$ cat config.mk
export PLATFORM = sky130hd
export DESIGN_NAME = panel_switch_ctrl
export DESIGN_NICKNAME = d
export VERILOG_FILES = /design/src/rtl/panel_switch_ctrl.sv
export SDC_FILE = /design/constraint.sdc
export NUM_CORES = 1
export LEC_CHECK = 0
export ABC_AREA = 1
export BUFFER_PORTS_ARGS = -buffer_cell sky130_fd_sc_hd__buf_2
export CORE_MARGIN = 5
export CORE_UTILIZATION = 39
export DETAILED_ROUTE_END_ITERATION = 16
export PLACE_DENSITY = 0.74
export SYNTH_ARGS = -nofsm -noshare
export SYNTH_HDL_FRONTEND = slang
export SYNTH_SLANG_ARGS = --single-unit
$ cat constraint.sdc
create_clock -name clk -period 1.2 [get_ports clk]
set_clock_uncertainty 0.05 [all_clocks]
set_input_delay 0.06 -clock clk [delete_from_list [all_inputs] [get_ports clk]]
set_output_delay 0.06 -clock clk [all_outputs]
set_load 0.01 [all_outputs]
$ cat src/rtl/panel_switch_ctrl.sv
module panel_switch_ctrl (
  input  logic       clk,
  input  logic       rst_n,
  input  logic [2:0] chan,
  input  logic       ref_single,
  input  logic [1:0] pd_mode,
  input  logic       ph_acq,
  input  logic       ph_conv,
  input  logic       cs_n,
  input  logic       touch,
  output logic       ul_vcc,
  output logic       ur_vcc,
  output logic       ur_gnd,
  output logic       ll_vcc,
  output logic       ll_gnd,
  output logic       lr_gnd,
  output logic       adc_in_aux,
  output logic       ref_from_panel,
  output logic       pen_path_en,
  output logic       pen_irq_n,
  output logic       pdet_force,
  output logic       pdet_level
);

  localparam logic [2:0] CH_Y   = 3'b001;
  localparam logic [2:0] CH_X   = 3'b101;
  localparam logic [2:0] CH_AUX = 3'b010;
  localparam logic [2:0] CH_PEN = 3'b110;
  localparam logic [1:0] PD_AUTO_IRQ = 2'b00;
  localparam logic [1:0] PD_ALWAYS   = 2'b11;

  logic       is_y, is_x, is_meas, idle, pd_irq, pd_on;
  logic       active_now, hold_q, hold_eff, drive;
  logic [5:0] fields, snap_q;

  assign is_y    = (chan == CH_Y);
  assign is_x    = (chan == CH_X);
  assign is_meas = is_y | is_x;
  assign idle    = ~ph_acq & ~ph_conv;
  assign pd_irq  = (pd_mode == PD_AUTO_IRQ);
  assign pd_on   = (pd_mode == PD_ALWAYS);
  assign fields  = {chan, ref_single, pd_mode};

  assign active_now = is_meas & (ph_acq | (ph_conv & ~ref_single));
  assign hold_eff   = hold_q & ~cs_n & (fields == snap_q);
  assign drive      = active_now | hold_eff;

  always_ff @(posedge clk or negedge rst_n) begin
    if (!rst_n) begin
      hold_q <= 1'b0;
      snap_q <= '0;
    end else begin
      hold_q <= (active_now & pd_on & ~cs_n) | hold_eff;
      if (active_now) snap_q <= fields;
    end
  end

  assign ul_vcc = drive;
  assign ur_vcc = drive & is_y;
  assign ur_gnd = drive & is_x;
  assign ll_vcc = drive & is_x;
  assign ll_gnd = drive & is_y;
  assign lr_gnd = drive | (idle & pd_irq);

  assign adc_in_aux     = (chan == CH_AUX);
  assign ref_from_panel = is_meas & ~ref_single;

  assign pen_path_en = idle & pd_irq;
  assign pen_irq_n   = ~(pen_path_en & touch);

  assign pdet_force = (chan == CH_PEN) & pd_irq & ~cs_n;
  assign pdet_level = pdet_force & touch;

  assert_ratio_conv_on_R5: assert property (@(posedge clk) disable iff (!rst_n)
    (ph_conv && !ref_single && chan == CH_Y) |-> (ur_vcc && ll_gnd && ref_from_panel));

  assert_se_conv_off_R4: assert property (@(posedge clk) disable iff (!rst_n)
    (ph_conv && !ph_acq && ref_single && pd_mode != PD_ALWAYS) |-> !(ul_vcc || ur_vcc || ll_vcc || ll_gnd));

  assert_irq_idle_only_R9: assert property (@(posedge clk) disable iff (!rst_n)
    !pen_irq_n |-> (!ph_acq && !ph_conv && touch));

  assert_irq_masked_R8: assert property (@(posedge clk) disable iff (!rst_n)
    (pd_mode != PD_AUTO_IRQ) |-> (pen_irq_n && !pen_path_en));

  assert_cs_release_R6: assert property (@(posedge clk) disable iff (!rst_n)
    (cs_n && !ph_acq && !ph_conv) |-> !(ul_vcc || ur_vcc || ll_vcc));

  assert_hold_carry_R6: assert property (@(posedge clk) disable iff (!rst_n)
    ($past(ph_acq && chan == CH_Y && pd_mode == PD_ALWAYS && !cs_n)
     && !ph_acq && !ph_conv && !cs_n && $stable(chan) && $stable(ref_single)
     && $stable(pd_mode)) |-> (ul_vcc && ur_vcc && ll_gnd));

endmodule

### Word-level counts from Yosys, hierarchy flattened

Cells that the tools add are included.

* eq/ne operators: 6
* reductions and logical operators: 1
* bitwise operators: 25

Operator list (count)
* $and 1x1->1: 15
* $eq 3x3->1 const B: 2
* $eq 6x6->1: 1
* $not 1->1: 5
* $or 1x1->1: 5
* $eq 3x1->1 const B: 1
* $eq 3x2->1 const B: 1
* $eq 2x2->1 const B: 1
* $logic_not 2->1: 1

* register bits after elaboration: 7
* word-level logic and storage cells: 34
* input port bits: 12

### Logic depth before layout (Yosys ltp)

* depth in word-level cells: 7
* mapped depth: 9

### Worst setup path after synthesis

No wires, ideal clock.

* path kind: reg2out
* start: register snap_q[3]
* end: output ur_gnd
* cell stages (with the launch flop): 9
* setup slack: -51 ps
* arrival: 1141 ps
* buffers on the path: 1
* cells stage by stage: dfrtp_1 -> inv_1 -> nor2_1 -> nor2_1 -> nand3_1 -> nor2_1 -> nor2_1 -> nor2_1 -> buf_4

* longest elaborated chain between the ends: 4

Ends and longest elaborated chain
* start: declaration: line 34 `logic [5:0] fields, snap_q;`
* start signal: assignment: line 54 `if (active_now) snap_q <= fields;`
* $eq 6x6->1: line 45 `assign hold_eff = hold_q & ~cs_n & (fields == snap_q);`
* $and 1x1->1: line 45
* $or 1x1->1: line 46 `assign drive = active_now | hold_eff;`
* $and 1x1->1
* end: declaration: line 13 `output logic ur_gnd,`

Every way passes these cells.

### Worst setup path in the final report

* start: register snap_q[3]
* end: output ur_gnd

* longest elaborated chain between the ends: 4

Ends and longest elaborated chain
* $eq 6x6->1: line 45
* $and 1x1->1: line 45
* $or 1x1->1: line 46
* $and 1x1->1: line 60 `assign ur_gnd = drive & is_x;`

Every way passes these cells.

==> results.json <==
{
  "synth_commonest_cells": "28 x nand2_1, 19 x inv_1, 17 x nor2_1",
  "cp-end-kind": "output pin",
  "synth_top_area_cell": "dfrtp_1",
  "rows": 13,
  "io_pins": 24,
  "relSlewSlack_pct": 84.0,
  "postCtsSetupBuffers": 0,
  "wirelength_um": 1100,
  "cts-root-buf": "clkbuf_4",
  "via_count": 559,
  "avgSynthCellArea_sq_um": 6.02,
  "die-height_um": 46,
  "start_util_pct": 39.8,
  "wire_per_inst_um": 8.65,
  "clock-sinks": 7,
  "num-fill-cells": 136,
  "crit_fanout": 4,
  "criticalPathCategory": "flip-flop to output pin",
  "synth_ff_type": "dfrtp_1",
  "rsz0062_at_grt": "true",
  "synth-edff-count": 0,
  "post-place-ws_ns": -0.0236,
  "numPortBuffers": 23,
  "violations": "negative setup slack",
  "crit_required_ns": 1.09,
  "worstHoldPathType": "primary input to flip-flop",
  "critPathSlowestCell": "dfrtp_1",
  "drt-initial-drc-count": 3,
  "worst_slack_ns": -0.271,
  "ys_async_sr_fraction_pct": 100,
  "grt_pass1_wl_um": 1790,
  "cts.path.max_buffers": 2,
  "grt_util_met2_pct": 18.7,
  "globalRouteMet3Util_pct": 3.56,
  "status": "finished with violations",
  "cts_tree": "yes",
  "ys_types": 11,
  "max_stage_delay_ns": 0.37,
  "clock.fmax_mhz": 680,
  "remaining_drc_errors": 0,
  "cts_inserted_buffers": 3,
  "coreArea_sq_um": 1270,
  "synth.most_common_cell": "nand2_1",
  "maxSlewViolCount": 0,
  "peakVddDrop_uv": 534,
  "fin_crit_ns": 1.47,
  "tightest_slew_ns": 0.240,
  "num_antenna_cells": 0,
  "powerDensity_nw_per_um2": 932,
  "cap_viol_max_count": 0,
  "hold_viol_final": 0,
  "arrival_ns": 1.36,
  "final_cell_area_sq_um": 687,
  "syn_nets": 96,
  "antenna_found_initial": 0,
  "dpl-instance-area_sq_um": 636,
  "grt_util_all_layers_pct": 12.2,
  "avgViaCountPerCell": 4.40,
  "ys_ff_latch": 7,
  "finalSetupTns_ns": -1.52,
  "clock_latency_ns": 0.25,
  "synthCells": 84,
  "met1_usage_pct": 14.4,
  "synth_top_area_share_pct": 34.7,
  "first_global_vias": 461,
  "hpwl_um": 939,
  "grt-ovfl-total": 0,
  "setup_viol": 6,
  "drtPass1Iterations": 4,
  "grt_busiest_layer": "met2",
  "grt_max_degree": 8,
  "yosysSeqAreaShare_pct": 34.7,
  "h-tree-depth": 1,
  "area_delta_synth_final_pct": 35.9,
  "hold_slack_ns": 0.0311,
  "final_util_pct": 54.1,
  "startpoint_type": "flip-flop",
  "nets": 125,
  "synth_area_sq_um": 505,
  "synth.area.top_cells": "dfrtp_1 35%, nand2_1 21%, inv_1 14%",
  "fin_crit_sh_pct": 123,
  "ys.warnings.count": 0,
  "clkTransAtPathRegs_ns": 0.05,
  "leakage_nw": 0.432,
  "drtAntennaViolNets": 0,
  "dieWidth_um": 46,
  "drive_gt1_share_pct": 32.1,
  "die_area_sq_um": 2120,
  "path_cells": "inv_2 > nor2_1 > nor2_1 > nand3_1 > nor2_2 > nor2_4 > nor2_2 > buf_2",
  "gp_congestion": 0.780
}
## logic make-up (layout without fill, tap and decap cells)
kind of cell / count (synthesis) / in the layout / synth area share [%]
flip-flops: 7 / 7 / 34.7
AO/OA/AOI/OAI: 5 / 5 / 4.95
buffers and inverters: 22 / 50 / 19.3
AND/OR/NAND/NOR: 50 / 50 / 41.1
## metrics by stage
| stage | power [mW] | instances |
|---|---|---|
| detailed placement | 0.426 | 122 |
| global route | 0.695 | 127 |
| global placement | 0.423 | 122 |
| finish | 0.641 | 127 |
| floorplan | 0.366 | 84 |
| CTS | 0.652 | 127 |
## cells in the final DEF, fill, tap and decap left out
master and count:
nor3_4 1, nor2_2 3, nor2_1 13, buf_2 23
nand4_1 1, inv_2 1, nand2_1 28, nor2_4 1
inv_1 18, clkbuf_1 1, or2_2 1, clkbuf_4 3
nand3_1 2, dlygate4sd3_1 1, dfrtp_1 7, buf_4 3
o21ai_0 5
## worst paths after layout
path / startpoint / to / slack, ns / cells after the start
hold reg to reg: snap_q[3]$_DFFE_PN0N_ / snap_q[3]$_DFFE_PN0N_ / 0.41 / 2
min in group asynchronous: rst_n / snap_q[5]$_DFFE_PN0N_ / 0.13 / 2
max in group asynchronous: rst_n / hold_q$_DFF_PN0_ / 0.82 / 2
setup reg to reg: snap_q[3]$_DFFE_PN0N_ / hold_q$_DFF_PN0_ / 0.26 / 5
setup / recovery: snap_q[3]$_DFFE_PN0N_ / ur_gnd / -0.27 / 8
hold / removal: ref_single / snap_q[2]$_DFFE_PN0N_ / 0.03 / 3
## critical path, delay by kind of cell, from the launching register on
kind / cells / cell delay, ns
flops: 1 / 0.37
buf+inv: 2 / 0.20
simple gates: 6 / 0.57
## repair_timing
item | 4_1_cts | 5_1_grt
pin swaps | 2 | 1
endpoints found under the setup margin | 6 | 6
hold buffers | 1 | 0
endpoints found under the hold margin | 7 | 0
resized for setup | 2 | 4
## layer usage
metal	vias up	routed length (um)
li1	298	-
met1	241	484
met2	18	497
met3	2	113
met4	0	4
met5	-	0
## cell type report
type	count	area, sq um	area share (%)
Clock buffer	4	26.3	3.83
Inverter	19	71.3	10.4
Multi-Input combinational cell	55	248	36.1
Sequential cell	7	175	25.5
Tap cell	15	18.8	2.73
Timing Repair Buffer	27	148	21.5
## power by group
part           switching [mW]  internal, mW  total (mW)
Clock                  0.0871         0.127       0.214
Combinational          0.0911        0.0634       0.155
Sequential             0.0102         0.262       0.272
## sequential cells by signal, summed over array words and instances (netlist names)
register / flops
snap_q: 6
hold_q: 1
(Power assumes the default switching activity.)
